`src/rtl/irq_pkg.sv`:
```
package irq_pkg;
  localparam int SRC_N = 5;
  localparam int MSK_N = 3;
  localparam int WR_W  = 6;
  localparam int RD_W  = 8;

  // source index equals priority rank (0 highest)
  typedef enum logic [2:0] {
    SRC_TRAP = 3'd0,
    SRC_R75  = 3'd1,
    SRC_R65  = 3'd2,
    SRC_R55  = 3'd3,
    SRC_INTR = 3'd4
  } src_e;

  // mask bit positions
  localparam int MB_R55 = 0;
  localparam int MB_R65 = 1;
  localparam int MB_R75 = 2;

  // write operand fields
  localparam int WB_MLOAD = 3;
  localparam int WB_SLOAD = 4;
  localparam int WB_SVAL  = 5;

  // read value fields
  localparam int RB_IE   = 3;
  localparam int RB_P55  = 4;
  localparam int RB_P65  = 5;
  localparam int RB_P75  = 6;
  localparam int RB_SIN  = 7;
endpackage

```
`src/rtl/irq_reset_sync.sv`:
```
module irq_reset_sync #(
  parameter int STAGES = 2
) (
  input  logic clk,
  input  logic rst_n_in,
  output logic rst_n_out
);
  logic [STAGES-1:0] sync_q;
  logic [STAGES-1:0] sync_n;

  always_comb begin
    sync_n = {sync_q[STAGES-2:0], 1'b1};
  end

  always_ff @(posedge clk or negedge rst_n_in) begin
    if (!rst_n_in) sync_q <= '0;
    else           sync_q <= sync_n;
  end

  assign rst_n_out = sync_q[STAGES-1];
endmodule

```
`src/rtl/irq_clk_div.sv`:
```
module irq_clk_div #(
  parameter int DIV = 2
) (
  input  logic clk,
  input  logic rst_n,
  output logic tick
);
  generate
    if (DIV > 1) begin : g_div
      localparam int CW = $clog2(DIV);
      logic [CW-1:0] cnt_q;
      logic [CW-1:0] cnt_n;
      logic          wrap;

      always_comb begin
        wrap  = (cnt_q == CW'(DIV - 1));
        cnt_n = wrap ? '0 : cnt_q + CW'(1);
      end

      always_ff @(posedge clk or negedge rst_n) begin
        if (!rst_n) cnt_q <= '0;
        else        cnt_q <= cnt_n;
      end

      assign tick = wrap;
    end else begin : g_pass
      assign tick = rst_n;
    end
  endgenerate
endmodule

```
`src/rtl/irq_edge_latch.sv`:
```
module irq_edge_latch (
  input  logic clk,
  input  logic rst_n,
  input  logic sig,
  input  logic clr,
  output logic flag
);
  logic prev_q, prev_n;
  logic flag_q, flag_n;

  always_comb begin
    prev_n = sig;
    // a new edge wins over a clear in the same cycle
    flag_n = (sig & ~prev_q) | (flag_q & ~clr);
  end

  // previous sample resets high: a level held through reset is no edge
  always_ff @(posedge clk or negedge rst_n) begin
    if (!rst_n) begin
      prev_q <= 1'b1;
      flag_q <= 1'b0;
    end else begin
      prev_q <= prev_n;
      flag_q <= flag_n;
    end
  end

  assign flag = flag_q;
endmodule

```
`src/rtl/irq_prio_arb.sv`:
```
module irq_prio_arb #(
  parameter int N = 5
) (
  input  logic [N-1:0] req,
  output logic [N-1:0] gnt
);
  genvar i;
  generate
    for (i = 0; i < N; i++) begin : g_rank
      if (i == 0) begin : g_top
        assign gnt[i] = req[i];
      end else begin : g_low
        assign gnt[i] = req[i] & ~(|req[i-1:0]);
      end
    end
  endgenerate
endmodule

```
`src/rtl/irq_ctrl_core.sv`:
```
module irq_ctrl_core
  import irq_pkg::*;
#(
  parameter int DIV        = 2,
  parameter int RST_STAGES = 2
) (
  input  logic              clk_in,
  input  logic              rst_n,
  input  logic              trap_in,
  input  logic              rst75_in,
  input  logic              rst65_in,
  input  logic              rst55_in,
  input  logic              intr_in,
  input  logic              boundary,
  input  logic              ei_cmd,
  input  logic              di_cmd,
  input  logic              mask_rd,
  input  logic              mask_wr,
  input  logic [WR_W-1:0]   mask_wdata,
  input  logic              serial_in,
  output logic              core_tick,
  output logic [SRC_N-1:0]  ack,
  output logic [RD_W-1:0]   rim_data,
  output logic              serial_out
);
  logic rst_sync_n;
  logic tick;

  irq_reset_sync #(.STAGES(RST_STAGES)) u_rsync (
    .clk(clk_in), .rst_n_in(rst_n), .rst_n_out(rst_sync_n)
  );

  irq_clk_div #(.DIV(DIV)) u_div (
    .clk(clk_in), .rst_n(rst_sync_n), .tick(tick)
  );

  // state
  logic             ie_q, ie_n;
  logic             saved_q, saved_n;
  logic             oneshot_q, oneshot_n;
  logic [MSK_N-1:0] mask_q, mask_n;
  logic             sout_q, sout_n;
  logic             sin_q, sin_n;
  logic [SRC_N-1:0] ack_q, ack_n;

  logic trap_flag, r75_flag;
  logic [SRC_N-1:0] req, elig, gnt, gnt_eff;
  logic take;

  irq_edge_latch u_trap_edge (
    .clk(clk_in), .rst_n(rst_sync_n), .sig(trap_in),
    .clr(gnt_eff[SRC_TRAP]), .flag(trap_flag)
  );

  irq_edge_latch u_r75_edge (
    .clk(clk_in), .rst_n(rst_sync_n), .sig(rst75_in),
    .clr(gnt_eff[SRC_R75]), .flag(r75_flag)
  );

  always_comb begin
    req           = '0;
    req[SRC_TRAP] = trap_flag & trap_in;
    req[SRC_R75]  = r75_flag;
    req[SRC_R65]  = rst65_in;
    req[SRC_R55]  = rst55_in;
    req[SRC_INTR] = intr_in;

    elig           = '0;
    elig[SRC_TRAP] = req[SRC_TRAP];
    elig[SRC_R75]  = req[SRC_R75] & ie_q & ~mask_q[MB_R75];
    elig[SRC_R65]  = req[SRC_R65] & ie_q & ~mask_q[MB_R65];
    elig[SRC_R55]  = req[SRC_R55] & ie_q & ~mask_q[MB_R55];
    elig[SRC_INTR] = req[SRC_INTR] & ie_q;
  end

  irq_prio_arb #(.N(SRC_N)) u_arb (.req(elig), .gnt(gnt));

  always_comb begin
    take    = tick & boundary;
    gnt_eff = take ? gnt : '0;
  end

  // next state
  always_comb begin
    ack_n     = ack_q;
    ie_n      = ie_q;
    saved_n   = saved_q;
    oneshot_n = oneshot_q;
    mask_n    = mask_q;
    sout_n    = sout_q;
    sin_n     = sin_q;

    if (tick) begin
      ack_n = gnt_eff;
      sin_n = serial_in;

      if (|gnt_eff)    ie_n = 1'b0;
      else if (di_cmd) ie_n = 1'b0;
      else if (ei_cmd) ie_n = 1'b1;

      if (gnt_eff[SRC_TRAP]) begin
        saved_n   = ie_q;
        oneshot_n = 1'b1;
      end else if (mask_rd) begin
        oneshot_n = 1'b0;
      end

      if (mask_wr && mask_wdata[WB_MLOAD]) mask_n = mask_wdata[MSK_N-1:0];
      if (mask_wr && mask_wdata[WB_SLOAD]) sout_n = mask_wdata[WB_SVAL];
    end
  end

  // registers
  always_ff @(posedge clk_in or negedge rst_sync_n) begin
    if (!rst_sync_n) begin
      ack_q     <= '0;
      ie_q      <= 1'b0;
      saved_q   <= 1'b0;
      oneshot_q <= 1'b0;
      mask_q    <= '1;
      sout_q    <= 1'b0;
      sin_q     <= 1'b0;
    end else begin
      ack_q     <= ack_n;
      ie_q      <= ie_n;
      saved_q   <= saved_n;
      oneshot_q <= oneshot_n;
      mask_q    <= mask_n;
      sout_q    <= sout_n;
      sin_q     <= sin_n;
    end
  end

  always_comb begin
    rim_data              = '0;
    rim_data[MSK_N-1:0]   = mask_q;
    rim_data[RB_IE]       = oneshot_q ? saved_q : ie_q;
    rim_data[RB_P55]      = rst55_in;
    rim_data[RB_P65]      = rst65_in;
    rim_data[RB_P75]      = r75_flag;
    rim_data[RB_SIN]      = sin_q;
  end

  assign core_tick  = tick;
  assign ack        = ack_q;
  assign serial_out = sout_q;
endmodule

```
`config.mk`:
```
export PLATFORM = sky130hd
export DESIGN_NAME = irq_ctrl_core
export DESIGN_NICKNAME = d
export VERILOG_FILES = /design/src/rtl/irq_pkg.sv /design/src/rtl/irq_reset_sync.sv /design/src/rtl/irq_clk_div.sv /design/src/rtl/irq_edge_latch.sv /design/src/rtl/irq_prio_arb.sv /design/src/rtl/irq_ctrl_core.sv
export SDC_FILE = /design/constraint.sdc
export NUM_CORES = 1
export LEC_CHECK = 0
export BUFFER_PORTS_ARGS = -buffer_cell sky130_fd_sc_hd__clkbuf_2
export CAP_MARGIN = 10
export CORE_ASPECT_RATIO = 0.8
export CORE_MARGIN = 5
export CORE_UTILIZATION = 35
export DETAILED_ROUTE_END_ITERATION = 8
export HOLD_SLACK_MARGIN = 0.08
export PLACE_DENSITY_LB_ADDON = 0.25
export SETUP_SLACK_MARGIN = 0.02
export SLEW_MARGIN = 15
export SYNTH_ARGS = -nofsm -noshare
export SYNTH_HDL_FRONTEND = slang
export SYNTH_SLANG_ARGS = --single-unit
```
`constraint.sdc`:
```
create_clock -name clk_in -period 1 [get_ports clk_in]
set_clock_uncertainty 0.1 [all_clocks]
set_input_delay 0.15 -clock clk_in [delete_from_list [all_inputs] [get_ports clk_in]]
set_output_delay 0.15 -clock clk_in [all_outputs]
set_load 0.05 [all_outputs]
```
======== Word level (Yosys, flattened, before mapping) ========
Cells that the tools add are included.
storage, ports and cells
  bits in registers ....................... 20
  output and inout bits ................... 15
cells by class
  add/sub/neg operators ................... 1
  mux-type cells .......................... 8
  bitwise operators ....................... 30
  reduce and logical (&&, ||, !) cells .... 13
operators with widths
  kind                                 number
  bitwise AND 1 bit                    17
  NOT 1 bit                            11
  AND reduction 2 bit                  5
  two-way mux 1 bit                    7
  two-way mux 5 bit                    1
  OR reduction 5 bit                   1
  OR reduction 4 bit                   1
  nonzero test 3 bit                   1
  OR reduction 3 bit                   1
  logical AND 1 bit                    2
  OR 1 bit                             2
  nonzero test 2 bit                   1
  OR reduction 2 bit                   1
  adder 1 bit (second input constant)  1

======== Logic depth before layout (Yosys ltp) ========
Gate-level depths: netlist (run 1).
  depth in word-level cells ............... 9
  gate-level depth with buffers ........... 4
  depth with buffers taken out ............ 3

======== Modules after synthesis ========
A second synthesis (run 1) with hierarchy kept.
second synthesis, totals
  cell total of the unflattened synthesis .. 80
  area, all modules ....................... 895.9 um^2
by module, submodules not included
  module          times used  cells each  area each (um^2)  sequential area each (um^2)
  irq_ctrl_core   1           59          615.6             329.1
  irq_edge_latch  2           5           71.3              51.3
  irq_prio_arb    1           6           55.1              0.0
  irq_reset_sync  1           3           53.8              50.0
  irq_clk_div     1           2           28.8              25.0

======== Worst setup path after synthesis (run 1) ========
OpenSTA, ideal clock, no wires.
  kind .................................... flip-flop to output port
  start ................................... register ie_q
  end ..................................... output rim_data[3]
  arrival ................................. 1.540 ns
  path slack .............................. -0.790 ns
  stages on the path, launching flop included .. 3
  buffers on the path ..................... 0
  cells stage by stage .................... dfrtp_1 -> inv_1 -> o21ai_0
between the ends
  word-level cells in the longest chain between the ends .. 1
ends and longest elaborated chain
  item                      RTL line              source
  start: declaration        irq_ctrl_core.sv:38   logic ie_q, ie_n;
  start signal: assignment  irq_ctrl_core.sv:125  ie_q <= ie_n;
  two-way mux 1 bit         irq_ctrl_core.sv:137  rim_data[RB_IE] = oneshot_q ? saved_q : ie_q;
  end: declaration          irq_ctrl_core.sv:23   output logic [RD_W-1:0] rim_data,
No other way between the ends.

======== Final worst setup path (run 1) ========
  start ................................... register mask_q[2]
  end ..................................... output rim_data[2]
RTL lines
  item                      RTL line              source
  start: declaration        irq_ctrl_core.sv:41   logic [MSK_N-1:0] mask_q, mask_n;
  start signal: assignment  irq_ctrl_core.sv:128  mask_q <= mask_n;
No word-level cell between the ends.

==> results of run 1 <==
-- through the flow --
step	instances	utilization	setup TNS, ns	power (mW)	hold slack, ns
after floorplan	73	-	-3.47	1.21	-0.246
after detailed placement	138	0.515	-1.96	1.42	-0.161
after global placement	138	0.515	-1.58	1.41	-0.163
after global routing	172	0.763	-7.50	2.22	0.0645
final	172	0.763	-5.85	2.11	0.0716
after CTS	166	0.713	-5.69	2.06	0.0525
-- routing by layer --
metal  vias to the layer above  part of all wire  track usage
li1                        396                 -            -
met1                       392              0.41        0.181
met2                        30              0.50        0.273
met3                         5             0.080       0.0531
met4                         0            0.0073       0.0203
met5                         -                 0            0
-- worst paths after layout --
check                           slack, ns           endpoint  cells past startpoint
worst max-delay path                -0.34        rim_data[2]                      2
worst min-delay path                 0.07             ack[1]                      1
worst max register to register      -0.28            saved_q                      4
worst min register to register       0.07             ack[1]                      1
max in group asynchronous            0.10  u_rsync.sync_q[0]                      3
min in group clk_in                  0.08         serial_out                      3
-- power by group --
group          total (mW)  switching (mW)  internal [mW]
registers           0.932          0.0460          0.886
logic               0.701           0.332          0.370
clock network       0.482           0.259          0.222
total                2.11           0.637           1.48
-- cell families (layout without fill, tap and decap cells) --
kind of cell,Yosys count,after routing,synth area share
AOI/OAI and AO/OA,12,12,0.102
other,1,1,0.00455
buffers and inverters,12,86,0.0775
muxes,5,5,0.0684
and+or+nand+nor,23,23,0.132
DFF,20,20,0.616
-- placed cells by master (no fill, tap or decap), drive strengths merged --
cell type,instances
dfstp,5
dfrtp,15
conb,1
o32ai,2
nand4,4
o21ai,5
buf,41
a41oi,1
nand2b,3
a21o,2
nand2,11
nor2,1
o2bb2ai,2
inv,7
clkbuf,25
mux2,5
dlygate4sd3,13
nand3,4
-- layout make-up --
| type | instances | area share |
|---|---|---|
| inverters | 7 | 0.0187 |
| multi-input cells | 41 | 0.219 |
| clock buffers | 4 | 0.0217 |
| repair buffers | 75 | 0.419 |
| flip-flops and latches | 20 | 0.303 |
| well taps | 25 | 0.0187 |
-- what timing repair did --
action | 4_1_cts | 5_1_grt
setup endpoints to repair | 28 | 29
hold endpoints to repair | 12 | 1
resized for setup | 43 | 24
buffers inserted | 11 | 8
pin swaps | 8 | 6
==> out/results.txt, run 1 <==
status - complete, but fails checks
violated checks - setup timing
1st-iter DRT viols - 11
clk slew on worst S/H paths - 0.12 ns
pre-CTS WS - -0.190 ns
share of layout cells above drive strength 1 - 0.639
Async S/R FF share, synth - 1.00
final instance area - 0.00168 mm^2
gp weighted congestion - 0.720
number of flops mapped to enable cells by yosys - 0
Setup-failing EPs final - 29
Largest stage delay, worst path - 0.56 ns
sequential area share after synthesis - 0.616
Layout Nets - 167
initial antenna violation count - 0
largest net degree at the start of global routing - 12
multi-input logic area - 367 um^2
Leakage - 0.822 nW
leading cell type by number of instances after synthesis - dfrtp_1
Avg Cell Area, Syn - 11.3 um^2
# IOs - 34
fin crit share - 1.34
cell count after synthesis - 73
share of Yosys cell area claimed by the top area cell type - 0.456
crit path DAT - 1.09 ns
synthesized area - 823 um^2
Core Area - 0.00220 mm^2
Worst setup startpoint - mask_q[2]
CTS tree - built
antenna-violating nets left - 0
Ys Warns - 0
total die area - 0.00343 mm^2
synthesis-to-finish area growth - 103%
CTS Hold Bufs - 13
flip-flop and latch area - 508 um^2
Inserted Diodes - 0
final hold vios - 0
PortBufs - 33
Root Driver - clkbuf_4
Max clock buf depth - 2
worst skew pair latency - 0.31 ns
area leader, netlist - dfrtp_1
cell family with most CP delay - flip-flops
Max Clock Freq - 0.745 GHz
max-cap viol count - 0
DP HPWL - 1.51 mm
gr usage total - 0.152
Pins Over Slew Limit - 0
VDD IR max - 0.00119 V
Initial Util - 0.375
Die X - 64.2 um
CP Max Fanout - 2
Clock Sinks - 20
CP max-delay cell - dfstp_2
DRC - 0
min cycle time layout - 1.34 ns
min-delay worst type - flip-flop to asynchronous set/reset pin
RSZ-0062 raised after global routing - true
reg-to-reg startpoint - u_div.tick
vias in the first global route - 852
main flop type after synthesis - dfrtp_1
Net Count, Synth - 92
Yosys cell types - 17
CP endpoint kind - output pin
first-pass GRT wire length - 4.00 mm
post-DR vias/cell - 4.78
Die Y - 53.4 um
wire per inst - 14.3 um
CP bufs+invs - 2
total CTS buffers - 3
CP required - 0.75 ns
num rows - 15
Vias - 823
drt pass-1 iters - 4
Final WS setup - -0.342 ns
CTS HTree Levels - 1
Startpoint Class - flip-flop
Power per Cell Area - 1260 mW/mm^2
dpl cell area - 0.00113 mm^2
critical-path cell list - buf_6 -> buf_12
GRT Residual Overflow - 0
critical path class - flip-flop to output pin
register bit total from synthesis - 20
max reg flops - 5
Filler Cell Count - 141
most frequent cells after synthesis - dfrtp_1 (15), nand2_1 (11), inv_1 (7)
Area contributors post-synth - dfrtp_1 (46%), dfstp_2 (16%), mux2_2 (6.8%), nand2_1 (5.0%), buf_4 (4.6%)
final WL - 2.46 mm
(Power assumes the default switching activity.)
==> run 2: changes to the inputs <==
Settings changed: SETUP_SLACK_MARGIN 0.02 to not set, SYNTH_HIERARCHICAL set to 1.
==> run 2 against run 1 <==
Compared with the run above: count of clock-buffer cells in the layout unchanged; critical path type is now flip-flop to flip-flop; critical endpoint is now ie_q; the run still ends with setup timing left; via count down 0.24%; total power up 3.3%.
==> out/results.txt, run 2 <==
hold depth - 3
wire per inst - 13.8 um (-3.7%)
Ys Warns - 6 (+6)
global routing usage on met3 - 0.0446 (-0.00845)
number of flops mapped to enable cells by yosys - 0 (unchanged)
CTS HTree Levels - 1 (unchanged)
CTS tree - built
num rows - 16 (+1)
first-pass GRT wire length - 3.95 mm (-1.2%)
reg-to-reg setup timing slack - -0.55 ns (-0.27 ns)
clk slew on worst S/H paths - 0.11 ns (about the same)
1st-iter DRT viols - 9 (-2)
Initial Util - 0.367 (-0.00813)
Die X - 66.6 um (+3.6%)
fin crit share - 1.55 (+0.206)
Synth Area in XOR/XNOR - 0 (unchanged)
critical-path cell list - buf_6 -> nand2_4 -> nor2_4 -> nor4b_4 -> nor4_2 -> a21oi_1 -> nor2_1
crit path DAT - 1.68 ns (+0.59 ns)
max-cap viol count - 0 (unchanged)
main flop type after synthesis - dfrtp_1
Power per Cell Area - 1220 mW/mm^2 (-3.1%)
vias in the first global route - 826 (-3.1%)
Startpoint Class - flip-flop
final WL - 2.57 mm (+4.1%)
Inserted Diodes - 0 (unchanged)
# IOs - 34 (unchanged)
gp weighted congestion - 0.754 (+4.8%)
final instance area - 0.00179 mm^2 (+6.6%)
violated checks - setup timing
drt pass-1 iters - 4 (unchanged)
critical path class - flip-flop to flip-flop
DRC - 0 (unchanged)
sequential area share after synthesis - 0.566 (-0.0499)
Yosys cell types - 23 (+6)
status - complete, but fails checks
pre-CTS WS - -0.435 ns (-0.245 ns)
end of the worst hold path - serial_out
CP endpoint kind - flip-flop
Compound-Gate Fraction of Synth Area - 0.0782 (-0.0236)
leading cell type by number of instances after synthesis - dfrtp_1
initial antenna violation count - 0 (unchanged)
Net Count, Synth - 99 (+7.6%)
worst skew pair latency - 0.29 ns (-0.02 ns)
r2r endpoint - ie_q
CTS Hold Bufs - 13 (unchanged)
CP required - 1.13 ns (+0.38 ns)
max reg flops - 5 (unchanged)
DP HPWL - 1.47 mm (-2.5%)
Max clock buf depth - 2 (unchanged)
adder-cell share of the synthesized area - 0 (unchanged)
Largest stage delay, worst path - 0.40 ns (-0.16 ns)
Setup-failing EPs final - 28 (-3.4%)
Core Area - 0.00244 mm^2 (+11%)
VDD IR max - 0.000997 V (-16%)
Filler Cell Count - 171 (+21%)
CP bufs+invs - 1 (-1)
reg-to-reg startpoint - ie_q
Clock Sinks - 20 (unchanged)
Root Driver - clkbuf_4
Die Y - 55.3 um (+3.5%)
CP Max Fanout - 4 (+2)
post-synthesis simple-gate area fraction - 0.172 (+0.0396)
PortBufs - 33 (unchanged)
met2 Use GR - 0.234 (-0.0381)
Area contributors post-synth - dfrtp_1 (42%), dfstp_2 (15%), buf_4 (5.0%), mux2_1 (5.0%), inv_1 (4.2%)
GRT Residual Overflow - 0 (unchanged)
Final Total Pwr - 2.18 mW (+3.3%)
largest net degree at the start of global routing - 19 (+7)
gr busiest metal - met2
main combinational cell family by area after synthesis - simple AND/OR/NAND/NOR gates
Avg Cell Area, Syn - 11.2 um^2 (-0.71%)
Fin Setup TNS - -7.67 ns (-1.82 ns)
synthesis-to-finish area growth - 99.4%
antenna-violating nets left - 0 (unchanged)
Layout Nets - 170 (+1.8%)
leading cell type in the layout, fill and taps excluded - clkbuf_2
Async S/R FF share, synth - 1.00 (unchanged)
Max Clock Freq - 0.646 GHz (-13%)
reg2reg path depth - 7 (+3)
area leader, netlist - dfrtp_1
Hold Worst Slack - 0.0878 ns (+0.0162 ns)
dpl cell area - 0.00121 mm^2 (+7.3%)
share of layout cells above drive strength 1 - 0.647 (+0.00721)
register bit total from synthesis - 20 (unchanged)
gr usage total - 0.138 (-0.0141)
cell family with most CP delay - simple AND/OR/NAND/NOR gates
fraction of synthesized area in multiplexers - 0.0880 (+0.0196)
Final WS setup - -0.548 ns (-0.206 ns)
post-DR vias/cell - 4.41 (-7.8%)
total die area - 0.00368 mm^2 (+7.3%)
most frequent cells after synthesis - dfrtp_1 (15), inv_1 (10), buf_4 (6), nand2_1 (6)
synthesized area - 896 um^2 (+8.8%)
Pins Over Slew Limit - 0 (unchanged)
Vias - 821 (-0.24%)
Worst Hold Launch - mask_wdata[4]
CP max-delay cell - dfrtp_1
total CTS buffers - 3 (unchanged)
final hold vios - 0 (unchanged)
GR Layer Usage met1 - 0.167 (-0.0143)
Leakage - 0.861 nW (+4.8%)
min cycle time layout - 1.55 ns (+0.206 ns)
min-delay worst type - input pin to flip-flop
share of Yosys cell area claimed by the top area cell type - 0.419 (-0.0369)
most used cells in the layout excluding fill and tap cells - clkbuf_2 (20), dfrtp_1 (14), dlygate4sd3_1 (13), buf_4 (13), buf_6 (11)
cell count after synthesis - 80 (+9.6%)
RSZ-0062 raised after global routing - true
## run 2: per-stage QoR
step | utilization | instances
after floorplan | - | 80
after global placement | 0.496 | 153
after detailed placement | 0.496 | 153
after CTS | 0.688 | 177
after global routing | 0.732 | 186
final | 0.732 | 186
## run 2: worst min-delay path, cell delays in order
cell and delay [ns]:
clkbuf_2 0.09, nand3_2 0.07, mux2_4 0.14
## run 2: where the power goes
group          total, mW  internal (mW)  leakage, nW  switching, mW
clock network      0.387          0.155       0.0150          0.231
registers          0.955          0.895        0.238         0.0598
logic              0.843          0.455        0.608          0.389
## run 2: cell type report
cell class,count,area (um^2),area share
Inverter,10,37.5,0.0210
Timing Repair Buffer,72,727,0.407
Tap cell,36,45.0,0.0252
Sequential cell,20,510,0.286
Clock buffer,4,26.3,0.0147
Multi-Input combinational cell,44,440,0.246
## run 2: cell families (layout without fill, tap and decap cells)
logic type,after synthesis,in the layout
AOI/OAI and AO/OA,10,10
buffers and inverters,16,86
DFF,20,20
muxes,7,7
other,1,1
and+or+nand+nor,26,26
## run 2: worst max-delay path by stage
stage                              to  slack [ns]  startpoint  cells after the start
after global routing             ie_q       -0.64        ie_q                      7
after CTS                 rim_data[3]       -0.52        ie_q                      3
after global placement           ie_q       -0.36   mask_q[2]                      5
final                            ie_q       -0.55        ie_q                      7
after floorplan                  ie_q       -0.54   mask_q[0]                      6
after detailed placement         ie_q       -0.44        ie_q                      6
## run 2: what timing repair did
action	4_1_cts	5_1_grt
endpoints found under the hold margin	15	1
buffers inserted	7	9
endpoints found under the setup margin	28	28
resized for setup	51	17
pin swaps	5	6
## run 2: routing by layer
layer,up-vias,share of wire
met3,4,0.053
met4,0,0.0039
met2,23,0.56
met1,394,0.38
met5,-,0
li1,400,-
==> run 3: changes to the inputs <==
Settings changed: CORE_UTILIZATION 35 to 47, CTS_CLUSTER_DIAMETER set to 30.
==> run 3 against run 2 <==
Compared with the run above: synthesized cell count unchanged; synthesized area unchanged; the flow now stops in global routing.
==> out/results.txt, run 3 <==
status - did not finish
Halt Stage - global routing
Err - [ERROR DPL-0033] detailed placement checks failed during check placement.
Ys Warns - 6 (unchanged)
total CTS buffers - 3 (unchanged)
cell count after synthesis - 80 (unchanged)
register bit total from synthesis - 20 (unchanged)
share of Yosys cell area claimed by the top area cell type - 0.419 (unchanged)
GRT worst endpoint - rim_data[3]
number of flops mapped to enable cells by yosys - 0 (unchanged)
Net Count, Synth - 99 (unchanged)
dpl cell area - 0.00120 mm^2 (-0.62%)
gp weighted congestion - 0.878 (+16%)
synthesized area - 896 um^2 (unchanged)
WEP type - top-level output
Root Driver - clkbuf_4
Avg Cell Area, Syn - 11.2 um^2 (unchanged)
main flop type after synthesis - dfrtp_1
DP HPWL - 1.44 mm (-1.7%)
Yosys cell types - 23 (unchanged)
area leader, netlist - dfrtp_1
CTS HTree Levels - 1 (unchanged)
Die Y - 49.1 um (-11%)
num rows - 14 (-2)
Initial Util - 0.487 (+0.120)
Max clock buf depth - 2 (unchanged)
Async S/R FF share, synth - 1.00 (unchanged)
sequential area share after synthesis - 0.566 (unchanged)
leading cell type by number of instances after synthesis - dfrtp_1
initial antenna violation count - 0
most frequent cells after synthesis - dfrtp_1 (15), inv_1 (10), buf_4 (6), nand2_1 (6)
Clock Sinks - 20 (unchanged)
PortBufs - 33 (unchanged)
largest net degree at the start of global routing - 19
Die X - 58.8 um (-12%)
# IOs - 34 (unchanged)
Area contributors post-synth - dfrtp_1 (42%), dfstp_2 (15%), buf_4 (5.0%), mux2_1 (5.0%), inv_1 (4.2%)
-- run 3: per-stage QoR --
step,setup slack (ns),cells
floorplan,-0.539,80
detailed placement,-0.459,142
CTS,-0.553,169
global placement,-0.361,142
-- run 3: kinds of logic after synthesis --
group / share of synthesized area
compound gates: 0.0782
flops: 0.566
other cells: 0.00419
mux: 0.0880
buf+inv: 0.0922
simple gates: 0.172
-- run 3: timing repair --
action / in CTS
endpoints found under the hold margin: 13
setup endpoints to repair: 28
pin swaps: 5
hold buffers: 14
gates cloned: 1
resized for setup: 48
setup buffers: 8
==> run 4: changes to the inputs <==
Settings changed: CORE_AREA set to 5 5 66 68, CORE_ASPECT_RATIO 0.8 to not set, CORE_MARGIN 5 to not set, CORE_UTILIZATION 47 to not set, CTS_CLUSTER_DIAMETER 30 to not set, DIE_AREA set to 0 0 71 73, HOLD_SLACK_MARGIN 0.08 to not set, PLACE_DENSITY_LB_ADDON 0.25 to 0.15.
==> run 4 against run 3 <==
Compared with the run above: the flow now finishes, with violations (setup timing).
==> out/results.txt, run 4 (same netlist as run 2, synthesis figures left out) <==
most used cells in the layout excluding fill and tap cells - clkbuf_2 (20), buf_4 (17), dfrtp_1 (14)
min cycle time layout - 1.58 ns
DRC - 0
Root Driver - clkbuf_8
Setup-failing EPs final - 29
Max Clock Freq - 0.633 GHz
clk slew on worst S/H paths - 0.07 ns
CP required - 1.05 ns
CP endpoint kind - flip-flop
largest net degree at the start of global routing - 19
CTS tree - built
Die X - 71 um (+21%)
Layout Nets - 161
Die Y - 73 um (+49%)
drt pass-1 iters - 4
1st-iter DRT viols - 20
leading cell type in the layout, fill and taps excluded - clkbuf_2
Final WS setup - -0.579 ns
Startpoint Class - flip-flop
Power per Cell Area - 1400 mW/mm^2
Max clock buf depth - 2 (unchanged)
violated checks - setup timing
Clock Sinks - 20 (unchanged)
Inserted Diodes - 0
synthesis-to-finish area growth - 91.6%
crit path DAT - 1.63 ns
final hold vios - 0
first-pass GRT wire length - 3.75 mm
initial antenna violation count - 0
total die area - 0.00518 mm^2
pre-CTS WS - -0.428 ns (+0.0311 ns)
CTS HTree Levels - 1 (unchanged)
share of layout cells above drive strength 1 - 0.702
Initial Util - 0.236 (-0.251)
Layout Utilization - 0.452
VDD IR max - 0.00107 V
critical path class - flip-flop to flip-flop
gr usage total - 0.0932
Vias - 778
Pins Over Slew Limit - 0
PortBufs - 33 (unchanged)
total CTS buffers - 3 (unchanged)
wire per inst - 11.7 um
Fin Setup TNS - -6.72 ns
status - complete, but fails checks
max-cap viol count - 0
Leakage - 0.836 nW
CP Max Fanout - 4
final WL - 2.24 mm
post-DR vias/cell - 4.07
worst skew pair latency - 0.25 ns
min-delay worst type - input pin to flip-flop
vias in the first global route - 834
GRT Residual Overflow - 0
Final Total Pwr - 2.40 mW
gp weighted congestion - 0.690 (-21%)
RSZ-0062 raised after global routing - true
Core Area - 0.00380 mm^2
DP HPWL - 1.63 mm (+13%)
num rows - 23 (+9)
fin crit share - 1.58
antenna-violating nets left - 0
max reg flops - 5
# IOs - 34 (unchanged)
-- run 4: timing repair --
action,4_1_cts,5_1_grt
hold buffers,2,1
buffers inserted,7,8
resized for setup,43,24
pin swaps,3,8
endpoints found under the hold margin,3,1
setup endpoints to repair,28,29
-- run 4: where the power goes --
group	leakage, nW	internal [mW]	switching, mW
Sequential	0.238	0.895	0.0566
Combinational	0.569	0.461	0.378
Clock	0.0288	0.350	0.260
-- run 4: worst max-delay path, cell delays in order, from the launching register on --
cell and delay (ns):
dfrtp_1 0.43, buf_6 0.15, nand2_4 0.04, nor2_2 0.03, nand2b_4 0.14, nor4_4 0.30, nor4_2 0.09, a21oi_1 0.13
nor2_1 0.05
-- run 4: final timing paths --
| check | start | endpoint | slack, ns | cells past startpoint |
|---|---|---|---|---|
| worst min register to register | u_rsync/sync_q[1] | ack[3] | 0.09 | 1 |
| worst max-delay path | ie_q | ie_q | -0.58 | 8 |
| worst min-delay path | mask_wdata[1] | mask_q[1] | 0.02 | 2 |
| max in group asynchronous | u_rsync/sync_q[1] | u_trap_edge/prev_q | 0.44 | 1 |
| min in group asynchronous | u_rsync/sync_q[1] | ack[3] | 0.09 | 1 |
| worst max register to register | ie_q | ie_q | -0.58 | 8 |
-- run 4: final cells by class --
cell class	count	area [um^2]
Timing Repair Buffer	63	611
Multi-Input combinational cell	44	440
Fill cell	372	2080
Clock buffer	4	55.1
Inverter	10	37.5
Sequential cell	20	510
Tap cell	50	62.6
-- run 4: stage by stage --
step	hold WS [ns]	cell area (um^2)	cells
final	0.0247	1720	191
after floorplan	-0.246	965	80
after detailed placement	-0.163	1260	171
after CTS	0.00526	1590	184
after global placement	-0.164	1260	171
after global routing	0.0177	1720	191
-- run 4: routing by layer --
layer,share of wire,up-vias,GRT usage
met5,0,-,0
li1,-,382,-
met1,0.42,371,0.104
met2,0.49,23,0.161
met3,0.078,2,0.0427
met4,0.0076,0,0.0251
